### src/rtl/card_evt_ctrl.sv
module card_evt_ctrl #(
  parameter logic [7:0] STAT_IDX = 8'h04,
  parameter logic [7:0] ENA_IDX  = 8'h05,
  parameter logic [7:0] CTRL_IDX = 8'h16
) (
  input  logic       clk,
  input  logic       rst_n,
  input  logic       cd_a_n,
  input  logic       cd_b_n,
  input  logic       gpi_n,
  input  logic       ack_by_write,
  input  logic [7:0] reg_addr,
  input  logic       reg_wr,
  input  logic       reg_rd,
  input  logic [7:0] reg_wdata,
  output logic [7:0] reg_rdata,
  output logic       irq_n,
  output logic       wake_n,
  output logic       cfg_clr
);

  // {gpi, cd_b, cd_a}: two sync stages plus one history stage
  logic [2:0] s1, s2, s3;
  logic st_cd, st_gp, cd_en;
  logic cfg_en, gpi_en, gpi_pol, resume;

  always_ff @(posedge clk or negedge rst_n)
    if (!rst_n) begin
      s1 <= 3'b111;
      s2 <= 3'b111;
      s3 <= 3'b111;
    end else begin
      s1 <= {gpi_n, cd_b_n, cd_a_n};
      s2 <= s1;
      s3 <= s2;
    end

  wire wr_st   = reg_wr && reg_addr == STAT_IDX;
  wire wr_ena  = reg_wr && reg_addr == ENA_IDX;
  wire wr_ctrl = reg_wr && reg_addr == CTRL_IDX;
  wire rd_st   = reg_rd && reg_addr == STAT_IDX;

  wire cd_chg  = (s2[0] ^ s3[0]) | (s2[1] ^ s3[1]);
  wire both_up = s2[0] & s2[1] & ~(s3[0] & s3[1]);
  wire gpi_ev  = gpi_pol ? (s2[2] & ~s3[2]) : (~s2[2] & s3[2]);
  wire sw_cd   = wr_ctrl & reg_wdata[5];

  wire set_cd  = cd_en & (cd_chg | sw_cd);
  wire set_gp  = gpi_en & gpi_ev;

  wire [7:0] clr = ack_by_write ? (wr_st ? reg_wdata : 8'h00)
                                : (rd_st ? 8'hFF : 8'h00);

  always_ff @(posedge clk or negedge rst_n)
    if (!rst_n) begin
      st_cd   <= 1'b0;
      st_gp   <= 1'b0;
      cd_en   <= 1'b0;
      cfg_en  <= 1'b0;
      gpi_en  <= 1'b0;
      gpi_pol <= 1'b0;
      resume  <= 1'b0;
      cfg_clr <= 1'b0;
    end else begin
      st_cd   <= set_cd | (st_cd & ~clr[3]);
      st_gp   <= set_gp | (st_gp & ~clr[4]);
      cfg_clr <= cfg_en & both_up;
      if (wr_ena) cd_en <= reg_wdata[3];
      if (wr_ctrl) begin
        cfg_en  <= reg_wdata[1];
        gpi_en  <= reg_wdata[2];
        gpi_pol <= reg_wdata[3];
        resume  <= reg_wdata[4];
      end
    end

  always_comb
    case (reg_addr)
      STAT_IDX: reg_rdata = {3'b000, st_gp, st_cd, 3'b000};
      ENA_IDX:  reg_rdata = {4'h0, cd_en, 3'b000};
      CTRL_IDX: reg_rdata = {3'b000, resume, gpi_pol, gpi_en, cfg_en, 1'b0};
      default:  reg_rdata = 8'h00;
    endcase

  assign irq_n  = ~((st_cd & cd_en & ~resume) | (st_gp & gpi_en));
  assign wake_n = ~(st_cd & resume);

  p_pulse_single_r9: assert property (@(posedge clk) disable iff (!rst_n)
    cfg_clr |=> !cfg_clr);

  p_wake_held_r8: assert property (@(posedge clk) disable iff (!rst_n)
    (!wake_n && !clr[3] && !wr_ctrl) |=> !wake_n);

  p_resume_masks_r7: assert property (@(posedge clk) disable iff (!rst_n)
    (resume && !(st_gp && gpi_en)) |-> irq_n);

  p_sw_bit_zero_r6: assert property (@(posedge clk) disable iff (!rst_n)
    (reg_addr == CTRL_IDX) |-> !reg_rdata[5]);

  p_read_clears_r5: assert property (@(posedge clk) disable iff (!rst_n)
    (rd_st && !ack_by_write && !set_cd) |=> !st_cd);

  p_needs_enable_r3: assert property (@(posedge clk) disable iff (!rst_n)
    (!cd_en && !st_cd) |=> !st_cd);

endmodule

### config.mk
export PLATFORM = sky130hd
export DESIGN_NAME = card_evt_ctrl
export DESIGN_NICKNAME = d
export VERILOG_FILES = /design/src/rtl/card_evt_ctrl.sv
export SDC_FILE = /design/constraint.sdc
export NUM_CORES = 1
export LEC_CHECK = 0
export BUFFER_PORTS_ARGS = -buffer_cell sky130_fd_sc_hd__buf_2
export CORE_UTILIZATION = 44
export CTS_CLUSTER_DIAMETER = 120
export DETAILED_ROUTE_END_ITERATION = 16
export PLACE_DENSITY = 0.86
export SLEW_MARGIN = 20
export SYNTH_ARGS = -nofsm -noshare
export SYNTH_HDL_FRONTEND = slang
export SYNTH_SLANG_ARGS = --single-unit
### constraint.sdc
create_clock -name clk -period 1.25 [get_ports clk]
set_input_delay 0.1875 -clock clk [delete_from_list [all_inputs] [get_ports clk]]
set_output_delay 0.1875 -clock clk [all_outputs]
set_load 0.005 [all_outputs]
* Word level (Yosys, flattened, before mapping) *
Index checks and enable logic that the tools add are counted.

storage, ports and cells
  flip-flop bits (word level) = 17
  input port bits = 24
  output and inout bits = 11
  logic and storage cells = 53

operators by class
  eq/ne operators = 3
  muxes and demuxes = 5
  bitwise logic cells = 30
  reductions and logical operators = 4

operators with widths
  cell                  count
  $eq A8 B3 Y1 const B  2
  $and A1 B1 Y1         15
  $mux W5               3
  $pmux W5 S3           1
  $eq A8 B5 Y1 const B  1
  $not A1 Y1            8
  $or A1 B1 Y1          5
  $logic_and A1 B1 Y1   4
  $xor A1 B1 Y1         2
  $mux W1               1

* Depth between registers and ports, before layout *
Gate-level depths: netlist (run 1).

  word-level depth = 7
  gate-level depth with buffers = 4
  depth with buffers taken out = 4

* Least setup slack after synthesis (run 1) *
OpenSTA, ideal clock, no wires.

  path kind = input-to-reg
  from = input reg_addr[5]
  to = register cfg_en
  library setup time = 125 ps
  arrival time = 1171 ps
  required time = 1125 ps
  slack = -46 ps
  stages = 4
  buffers on the path = 0
  cell sequence = nor4b_2 > and4_4 > nand2_4 > mux2_4

on the way
  word-level cells in the longest chain between the ends = 2

RTL lines
  item                  RTL line  text
  start, declared       12        input logic [7:0] reg_addr,
  $eq A8 B5 Y1          40        wire wr_ctrl = reg_wr && reg_addr == CTRL_IDX;
  $logic_and A1 B1 Y1   40
  end signal, assigned  70        cfg_en <= reg_wdata[1];
  end, declared         25        logic cfg_en, gpi_en, gpi_pol, resume;

No other way between the ends.
A chain may end at the register's enable or synchronous reset.

* Final worst setup path (run 1) *
  from = input reg_addr[5]
  to = output reg_rdata[3]

on the way
  word-level cells in the longest chain between the ends = 2
  elaborated cells between the ends (all ways) = 4
  classes of those cells = eq/ne: 3; mux: 1

RTL lines
  item                                                 RTL line  text
  $eq A8 B5 Y1 / $eq A8 B3 Y1 (equally long branches)  78        case (reg_addr)
  $pmux W5 S3 (*)                                      78
  end, declared                                        16        output logic [7:0] reg_rdata,

Mark *: on every way between the ends. The rest lies on a longest branch, timed or not.

==> results.md, run 1 <==
- Net switching power: 0.241 mW
- Setup slack of the worst register-to-register path: 0.27 ns
- Dominant synthesized flop cell: dfstp_2
- Hold/Removal Path Class: in2reg
- Insertion delay to the later sink of the worst-skew pair: 0.28 ns
- Share of the clock period used by the worst path: 1.04
- Terminating pin of the worst hold path: gpi_en
- Leakage: 0.520 nW
- Largest net degree at the start of global routing: 18
- Share of total power consumed by net switching: 0.235
- Number of storage elements in the synthesis netlist: 17
- Leading cell type in the layout, fill and taps excluded: buf_2
- Count of port buffers added during placement: 27
- Post-synthesis async set-or-reset flop share: 1.00
- Clock slew at the register clock pins of the worst setup and hold paths: 0.09 ns
- Number of antenna cells inserted: 0
- Clock tree sinks: 17
- Syn-to-layout area delta: 40.5%
- Count of synthesis-stage warnings from yosys: 0
- Number of DRC markers in iteration 0: 11
- Die Wd: 43.7 µm
- Antenna violations before repair: 0
- Count of antenna-violating nets left after detailed routing: 0
- Critical Path Start Type: input port
- Pre-CTS setup slack: -0.197 ns
- Post-Route Hold Slack: 0.133 ns
- Reg-to-reg startpoint: s2[1]
- Number of max-slew violations in the final report: 0
- Time the worst path needs with I/O delays and setup: 1.30 ns
- Share of synthesized area occupied by flip-flops and latches: 0.570
- Average routed wire per standard cell: 11.9 µm
- Core Util, Final: 0.690
- CTS tree: built
- CTS H-tree depth: 1
- Grt ovf: 0
- Highest-count cells in the layout ignoring fill and taps: buf_2 (23), dfstp_2 (9), dfrtp_1 (8), buf_4 (7), nand2_1 (6)
- Placed standard-cell area: 940 µm²
- Data required, critical path: 1.06 ns
- Combinational fraction of design power: 0.132
- Post-synth cell types: 23
- Drt drc: 5
- Outcome: finished with violations
- Max Buffers Root-to-Sink: 2
- Capturing element type of the critical path: output port
- Failing checks: design-rule violations, negative setup slack
- Starting density of the core: 0.491
- Via count: 633
- Tot GR Track Use: 0.176
- Power share of the sequential group: 0.594
- Floorplan die height: 43.7 µm
- Netlist area before placement: 766 µm²
- EDFF count, synth: 0
- Routed vias/inst: 5.23
- Maximum VDD drop: 0.694 mV
- Critical path arrival: 1.11 ns
- Worst clock skew on the final layout: 0.000725 ns
- RSZ-0062 raised after global routing: yes
- Start point of the worst min-delay path: reg_wdata[2]
- Average cell area after synthesis: 12.0 µm²
- Least setup slack across all paths after layout: -0.0521 ns
- Hold Path Depth: 2
- Mapped Cells: 64
- Area enclosed by the die boundary: 1910 µm²
- Kind of critical path: in2out
- CTS root buffer: clkbuf_4
- Proportion of power drawn by the clock network: 0.275
- Peak clock frequency supported by timing: 768 MHz
- Worst reg-to-reg path cell count: 3
- Internal power: 0.783 mW
- # nets final: 130
- Clock buffers created by TritonCTS: 3
- Post-route design area: 1080 µm²
- Number of hold violations in the final report: 0
- Count of final setup violators: 4
- Endpoint of the worst register-to-register path: st_cd
- Ratio of total power to cell area: 952 nW/µm²
- Total power consumption of the routed design: 1.02 mW
- Maximum net fanout on the critical path: 5
- Detailed-placement wirelength estimate: 1050 µm
- Cell row count: 14
- Detailed-routing iteration count for the pre-antenna-repair pass: 10
- Gpl congestion: 0.891
- Top Ports: 35
- Fill cell instance count of the final layout: 118
- Via count of the first global-routing pass: 653
- Maxcap violations: 0
- First-pass GRT wire length: 2410 µm
- Layout cells sized above 1: 0.562
- Placeable core region: 1560 µm²
- Total wire length after detailed routing: 1440 µm
==> layout make-up <==
cell class              count  area, µm²  share of cell area
well taps                  16       20.0              0.0186
clock buffers               3       22.5              0.0209
flip-flops and latches     17        437               0.406
clock inverters             1       5.00             0.00465
multi-input cells          46        339               0.315
repair buffers             38        253               0.235
==> synth_stat cells (2+ instances only) <==
| cell type | instances | share of area |
|---|---|---|
| dfstp_2 | 9 | 0.31 |
| dfrtp_1 | 8 | 0.26 |
| nand2_1 | 7 | 0.034 |
| nor2_1 | 5 | 0.025 |
| o21ai_0 | 5 | 0.033 |
| buf_4 | 4 | 0.039 |
| mux2_4 | 4 | 0.078 |
| nand3_1 | 3 | 0.020 |
| a21oi_1 | 2 | 0.013 |
| a31oi_1 | 2 | 0.016 |
| and2_2 | 2 | 0.020 |
| xor2_1 | 2 | 0.023 |
==> critical path: stages <==
cell,delay (ns)
buf_6,0.10
nor4b_4,0.28
and4_4,0.29
nand2_2,0.05
o21ai_1,0.07
buf_2,0.13
==> power groups by stage <==
| stage | Combinational (mW) | Clock (mW) | Sequential (mW) |
|---|---|---|---|
| 2_1_floorplan | 0.0497 | 0 | 0.613 |
| 3_3_place_gp | 0.107 | 0 | 0.617 |
| 3_5_place_dp | 0.110 | 0 | 0.619 |
| 4_1_cts | 0.132 | 0.299 | 0.608 |
| 5_1_grt | 0.149 | 0.324 | 0.612 |
| 6_report | 0.135 | 0.281 | 0.608 |
==> cell families after synthesis <==
kind of cell / after synthesis / synth area share
AND/OR/NAND/NOR: 24 / 0.181
flip-flops: 17 / 0.570
AO/OA/AOI/OAI: 10 / 0.0752
multiplexers: 6 / 0.106
buffers and inverters: 4 / 0.0392
XOR/XNOR: 2 / 0.0229
other: 1 / 0.00490
==> registers in the layout, indices dropped and copies added (netlist names) <==
name and flops:
cfg_clr 1, gpi_en 1, st_cd 1, resume 1
cd_en 1, gpi_pol 1, cfg_en 1, st_gp 1
s3 3, s1 3, s2 3
==> stage by stage <==
| step | TNS [ns] | cells |
|---|---|---|
| 2_1_floorplan | 0 | 67 |
| 3_3_place_gp | -1.33 | 109 |
| 3_5_place_dp | -1.47 | 109 |
| 4_1_cts | -0.170 | 121 |
| 5_1_grt | -0.323 | 121 |
| 6_report | -0.154 | 121 |
==> worst max-delay path by stage <==
stage                startpoint  slack, ns           end  cells past startpoint
floorplan           reg_addr[3]      0.002        cfg_en                      4
global placement    reg_addr[3]      -0.18        cfg_en                      5
detailed placement  reg_addr[3]      -0.20       gpi_pol                      5
CTS                 reg_addr[5]      -0.05  reg_rdata[3]                      6
global route        reg_addr[5]      -0.09  reg_rdata[3]                      6
finish              reg_addr[5]      -0.05  reg_rdata[3]                      6
==> per-layer routing <==
metal / track usage / wire length, µm / vias to the layer above
met3: 0.0250 / 129 / 2
li1: - / - / 300
met5: 0 / 0 / -
met2: 0.310 / 724 / 32
met1: 0.188 / 573 / 299
met4: 0.131 / 10 / 0
==> timing repair <==
| action | CTS | global route |
|---|---|---|
| setup buffers | 4 | 0 |
| endpoints found under the hold margin | 11 | 0 |
| hold buffers | 4 | 0 |
| setup endpoints to repair | 5 | 5 |
| pin swaps | 5 | 2 |
| resized for setup | 8 | 1 |
No activity file was read; power rests on OpenSTA's default activity.
==> inputs of run 2 (changes only) <==
--- a/config.mk
+++ b/config.mk
@@ -6,7 +6,10 @@
 export NUM_CORES = 1
 export LEC_CHECK = 0
 export BUFFER_PORTS_ARGS = -buffer_cell sky130_fd_sc_hd__buf_2
-export CORE_UTILIZATION = 44
+export CELL_PAD_IN_SITES_DETAIL_PLACEMENT = 0
+export CELL_PAD_IN_SITES_GLOBAL_PLACEMENT = 2
+export CORE_ASPECT_RATIO = 0.7
+export CORE_UTILIZATION = 27
 export CTS_CLUSTER_DIAMETER = 120
 export DETAILED_ROUTE_END_ITERATION = 16
 export PLACE_DENSITY = 0.86
==> results.md, run 2 (synthesized netlist as in run 1, its figures left out) <==
- Outcome: finished with violations
- Failing checks: negative setup slack
- Via count: 581 (-8.2%)
- Post-Route Hold Slack: 0.0318 ns (-0.101 ns)
- CTS root buffer: clkbuf_8
- Drt drc: 0 (-5)
- Top Ports: 35 (unchanged)
- Gpl congestion: 0.774 (-13%)
- Leakage: 0.513 nW (-1.4%)
- Leading registers by flop count: s1 (3), s2 (3), s3 (3)
- Critical Path Start Type: input port
- Placeable core region: 2570 µm² (+65%)
- Leading cell type in the layout, fill and taps excluded: buf_2
- First-pass GRT wire length: 2420 µm (+0.29%)
- Grt ovf: 0 (unchanged)
- Total wire length after detailed routing: 1570 µm (+9.4%)
- Routed vias/inst: 4.27 (-18%)
- Tot GR Track Use: 0.114 (-0.0622)
- Floorplan die height: 46.6 µm (+6.5%)
- Cell count after placement: 128 (+17%)
- Antenna violations before repair: 0 (unchanged)
- Maximum VDD drop: 0.648 mV (-6.7%)
- Detailed-routing iteration count for the pre-antenna-repair pass: 4 (-6)
- Sum of negative setup slack: -0.146 ns (+0.00791 ns)
- Via count of the first global-routing pass: 559 (-14%)
- Clock slew at the register clock pins of the worst setup and hold paths: 0.07 ns (-0.02 ns)
- Number of hold violations in the final report: 0 (unchanged)
- # nets final: 127 (-2.3%)
- Highest-count cells in the layout ignoring fill and taps: buf_2 (25), dfstp_2 (9), dfrtp_1 (8), buf_4 (7), nand2_1 (6)
- Count of port buffers added during placement: 27 (unchanged)
- Kind of critical path: in2out
- RSZ-0062 raised after global routing: yes
- Layout cells sized above 1: 0.588 (+0.0263)
- Worst clock skew on the final layout: 0.00162 ns (+0.000897 ns)
- Number of antenna cells inserted: 0 (unchanged)
- Count of final setup violators: 4 (unchanged)
- CTS H-tree depth: 1 (unchanged)
- Number of max-slew violations in the final report: 0 (unchanged)
- Syn-to-layout area delta: 40.2%
- Time the worst path needs with I/O delays and setup: 1.30 ns (-0.00498 ns)
- Die Wd: 65.7 µm (+50%)
- Maxcap violations: 0 (unchanged)
- Detailed-placement wirelength estimate: 1240 µm (+17%)
- Clock buffers created by TritonCTS: 3 (unchanged)
- Insertion delay to the later sink of the worst-skew pair: 0.25 ns (-0.03 ns)
- Starting density of the core: 0.298 (-0.193)
- Largest net degree at the start of global routing: 18 (unchanged)
- Share of the clock period used by the worst path: 1.04 (-0.00398)
- Max Buffers Root-to-Sink: 2 (unchanged)
- Count of antenna-violating nets left after detailed routing: 0 (unchanged)
- Critical path arrival: 1.11 ns (about the same)
- Maximum net fanout on the critical path: 5 (unchanged)
- Average routed wire per standard cell: 11.6 µm (-2.7%)
- Clock tree sinks: 17 (unchanged)
- Capturing element type of the critical path: output port
- Least setup slack across all paths after layout: -0.0472 ns (+0.00498 ns)
- Cell row count: 15 (+1)
- Area enclosed by the die boundary: 3060 µm² (+60%)
- Peak clock frequency supported by timing: 771 MHz (+0.38%)
- Number of DRC markers in iteration 0: 13 (+2)
- CTS tree: built
- Data required, critical path: 1.06 ns (about the same)
- Hold/Removal Path Class: in2reg
- Post-Layout Cell Count: 136 (+12%)
- Ratio of total power to cell area: 1070 nW/µm² (+12%)
==> run 2: cell types whose count changed in the layout (fill, tap and decap cells not counted), sizes merged <==
cell,previous run,this run
clkinvlp,0,1
dlygate4sd3,4,1
clkinv,1,0
==> run 2: where the power goes <==
group / internal [mW] / switching, mW
Sequential: 0.589 / 0.0209
Combinational: 0.0679 / 0.0548
Clock: 0.224 / 0.190
Total: 0.881 / 0.265
==> run 2: critical path: stages <==
cell and delay (ns):
buf_8 0.10, nor4b_4 0.28, and4_4 0.29, a32o_1 0.13, buf_2 0.11
==> run 2: metrics by stage <==
step	util	total power, mW	instance area, µm²	setup slack, ns
floorplan	-	0.663	792	0.00234
global placement	0.377	0.726	970	-0.188
detailed placement	0.377	0.731	970	-0.200
CTS	0.411	1.16	1060	-0.0610
global route	0.418	1.20	1070	-0.0995
finish	0.418	1.15	1070	-0.0472
==> run 2: per-layer routing <==
metal,part of all wire,vias up,global-route usage,routed length (µm)
li1,-,293,-,-
met1,0.49,264,0.145,765
met2,0.44,22,0.169,695
met3,0.059,2,0.0371,92
met4,0.012,0,0.0652,19
met5,0,-,0,0
==> run 2: final timing paths <==
path	end	cells after the start	startpoint	slack, ns
worst max-delay path	reg_rdata[4]	5	reg_addr[0]	-0.05
worst min-delay path	s1[1]	1	cd_b_n	0.03
worst max register to register	st_cd	3	s2[1]	0.24
worst min register to register	s2[1]	0	s1[1]	0.36
max in group asynchronous	s1[0]	2	rst_n	0.56
min in group asynchronous	st_cd	2	rst_n	0.38
==> run 2: timing repair <==
action	CTS	global route
endpoints found under the hold margin	8	0
hold buffers	1	0
pin swaps	3	3
setup endpoints to repair	4	9
buffers inserted	2	1
gates resized for setup	5	3
==> run 2: area by class of cell <==
cell class / instances / area (µm²)
Fill cell: 260 / 1500
Sequential cell: 17 / 437
Multi-Input combinational cell: 46 / 332
Timing Repair Buffer: 35 / 214
Tap cell: 34 / 42.5
Clock buffer: 3 / 41.3
Clock inverter: 1 / 7.51
==> inputs of run 3 (changes only) <==
--- a/config.mk
+++ b/config.mk
@@ -12,7 +12,7 @@
 export CORE_UTILIZATION = 27
 export CTS_CLUSTER_DIAMETER = 120
 export DETAILED_ROUTE_END_ITERATION = 16
-export PLACE_DENSITY = 0.86
+export PLACE_DENSITY_LB_ADDON = 0.1
 export SLEW_MARGIN = 20
 export SYNTH_ARGS = -nofsm -noshare
 export SYNTH_HDL_FRONTEND = slang
==> results.md, run 3 (synthesized netlist as in run 1, its figures left out) <==
- Leakage: 0.507 nW (-1.1%)
- Ratio of total power to cell area: 1050 nW/µm² (-1.6%)
- Number of hold violations in the final report: 0 (unchanged)
- Peak clock frequency supported by timing: 767 MHz (-0.54%)
- Reg-to-reg startpoint: s2[1]
- Cell row count: 15 (unchanged)
- Endpoint of the worst register-to-register path: st_cd
- Post-Route Hold Slack: 0.0359 ns (+0.00405 ns)
- Cells along the critical path: buf_8 > nor4b_4 > and4_4 > nand2_2 > o21ai_1 > buf_2
- Clock buffers created by TritonCTS: 3 (unchanged)
- Start point of the worst min-delay path: gpi_n
- Number of antenna cells inserted: 0 (unchanged)
- Largest net degree at the start of global routing: 18 (unchanged)
- Kind of critical path: in2out
- Gpl congestion: 0.716 (-7.5%)
- Placeable core region: 2570 µm² (unchanged)
- Layout cells sized above 1: 0.604 (+0.0157)
- Average routed wire per standard cell: 12.3 µm (+6.7%)
- Core Util, Final: 0.418 (+0.000973)
- Clock slew at the register clock pins of the worst setup and hold paths: 0.06 ns (about the same)
- Maxcap violations: 0 (unchanged)
- Leading cell type in the layout, fill and taps excluded: buf_2
- Antenna violations before repair: 0 (unchanged)
- Count of antenna-violating nets left after detailed routing: 0 (unchanged)
- Clock tree sinks: 17 (unchanged)
- RSZ-0062 raised after global routing: yes
- Worst reg-to-reg path cell count: 3 (unchanged)
- # nets final: 126 (-0.79%)
- Count of final setup violators: 6 (+2)
- Routed vias/inst: 4.41 (+3.2%)
- Starting density of the core: 0.298 (unchanged)
- Max Buffers Root-to-Sink: 2 (unchanged)
- Leading registers by flop count: s1 (3), s2 (3), s3 (3)
- Detailed-routing iteration count for the pre-antenna-repair pass: 3 (-1)
- Top Ports: 35 (unchanged)
- Critical path arrival: 1.12 ns (about the same)
- Pre-CTS setup slack: -0.194 ns (+0.00690 ns)
- Share of the clock period used by the worst path: 1.04 (+0.00568)
- Die Wd: 65.7 µm (unchanged)
- Floorplan die height: 46.6 µm (unchanged)
- Via count: 595 (+2.4%)
- Drt drc: 0 (unchanged)
- Data required, critical path: 1.06 ns (about the same)
- Count of port buffers added during placement: 27 (unchanged)
- Destination of the critical timing path: reg_rdata[3]
- Peak per-stage delay on the critical path: 0.30 ns (about the same)
- Maximum VDD drop: 0.661 mV (+2.1%)
- Outcome: finished with violations
- Number of max-slew violations in the final report: 0 (unchanged)
- Critical path origin: reg_addr[0]
- CTS tree: built
- Area enclosed by the die boundary: 3060 µm² (unchanged)
- Least setup slack across all paths after layout: -0.0543 ns (-0.00710 ns)
- Highest-count cells in the layout ignoring fill and taps: buf_2 (24), dfstp_2 (9), dfrtp_1 (7), buf_4 (6), nand2_1 (5)
- Syn-to-layout area delta: 40.5%
- Max stage delay cell, worst path: and4_4
- CTS root buffer: clkbuf_8
- Setup slack of the worst register-to-register path: 0.27 ns (+0.03 ns)
- Via count of the first global-routing pass: 588 (+5.2%)
- CTS H-tree depth: 1 (unchanged)
- First-pass GRT wire length: 2680 µm (+11%)
- Tot GR Track Use: 0.124 (+0.0107)
- Number of DRC markers in iteration 0: 6 (-7)
- Hold/Removal Path Class: in2reg
- Worst clock skew on the final layout: 0.000880 ns (-0.000742 ns)
- Failing checks: negative setup slack
- Time the worst path needs with I/O delays and setup: 1.30 ns (+0.00710 ns)
- Critical Path Start Type: input port
- Total wire length after detailed routing: 1670 µm (+5.9%)
- Insertion delay to the later sink of the worst-skew pair: 0.24 ns (about the same)
- Grt ovf: 0 (unchanged)
- Maximum net fanout on the critical path: 5 (unchanged)
- Capturing element type of the critical path: output port
- Detailed-placement wirelength estimate: 1280 µm (+3.2%)
run 3: final cells by class:
type	count	area, µm²
fillers	263	1500
flip-flops and latches	17	438
multi-input cells	46	338
repair buffers	34	213
clock buffers	4	45.0
well taps	34	42.5
run 3: timing repair:
action / in CTS / in global routing
hold buffers: 1 / 0
pin swaps: 5 / 2
gates resized for setup: 8 / 5
setup buffers: 1 / 1
setup endpoints to repair: 4 / 9
endpoints found under the hold margin: 8 / 0
run 3: worst min-delay path by stage:
stage                         end  slack [ns]  cells after the start
final                       s1[2]        0.04                      1
after global placement      cd_en        0.12                      1
after CTS                   s1[2]        0.03                      1
after detailed placement  cfg_clr        0.13                      1
after global routing        s1[2]        0.02                      1
after floorplan             cd_en       -0.11                      0
run 3: critical path, delay by kind of cell:
| family | cells | cell delay (ns) |
|---|---|---|
| AOI/OAI and AO/OA | 1 | 0.06 |
| buffers and inverters | 2 | 0.22 |
| and+or+nand+nor | 3 | 0.64 |
run 3: metrics by stage:
step           std cells  instance area, µm²  power, mW  TNS [ns]
6_report             135                1080       1.13    -0.201
5_1_grt              135                1080       1.19    -0.619
4_1_cts              134                1050       1.15    -0.339
3_5_place_dp         128                 970      0.732     -1.40
3_3_place_gp         128                 970      0.731     -1.31
2_1_floorplan         67                 792      0.663         0
run 3: power breakdown:
part	internal (mW)	switching, mW	leakage (nW)
Sequential	0.590	0.0218	0.194
Combinational	0.0678	0.0556	0.290
Clock	0.226	0.170	0.0228
run 3: layer usage:
layer  GRT usage  wire (µm)  vias up
met5           0          0        -
met4      0.0391         10        0
met3      0.0396        103        2
met2       0.194        727       20
met1       0.164        824      285
li1            -          -      288
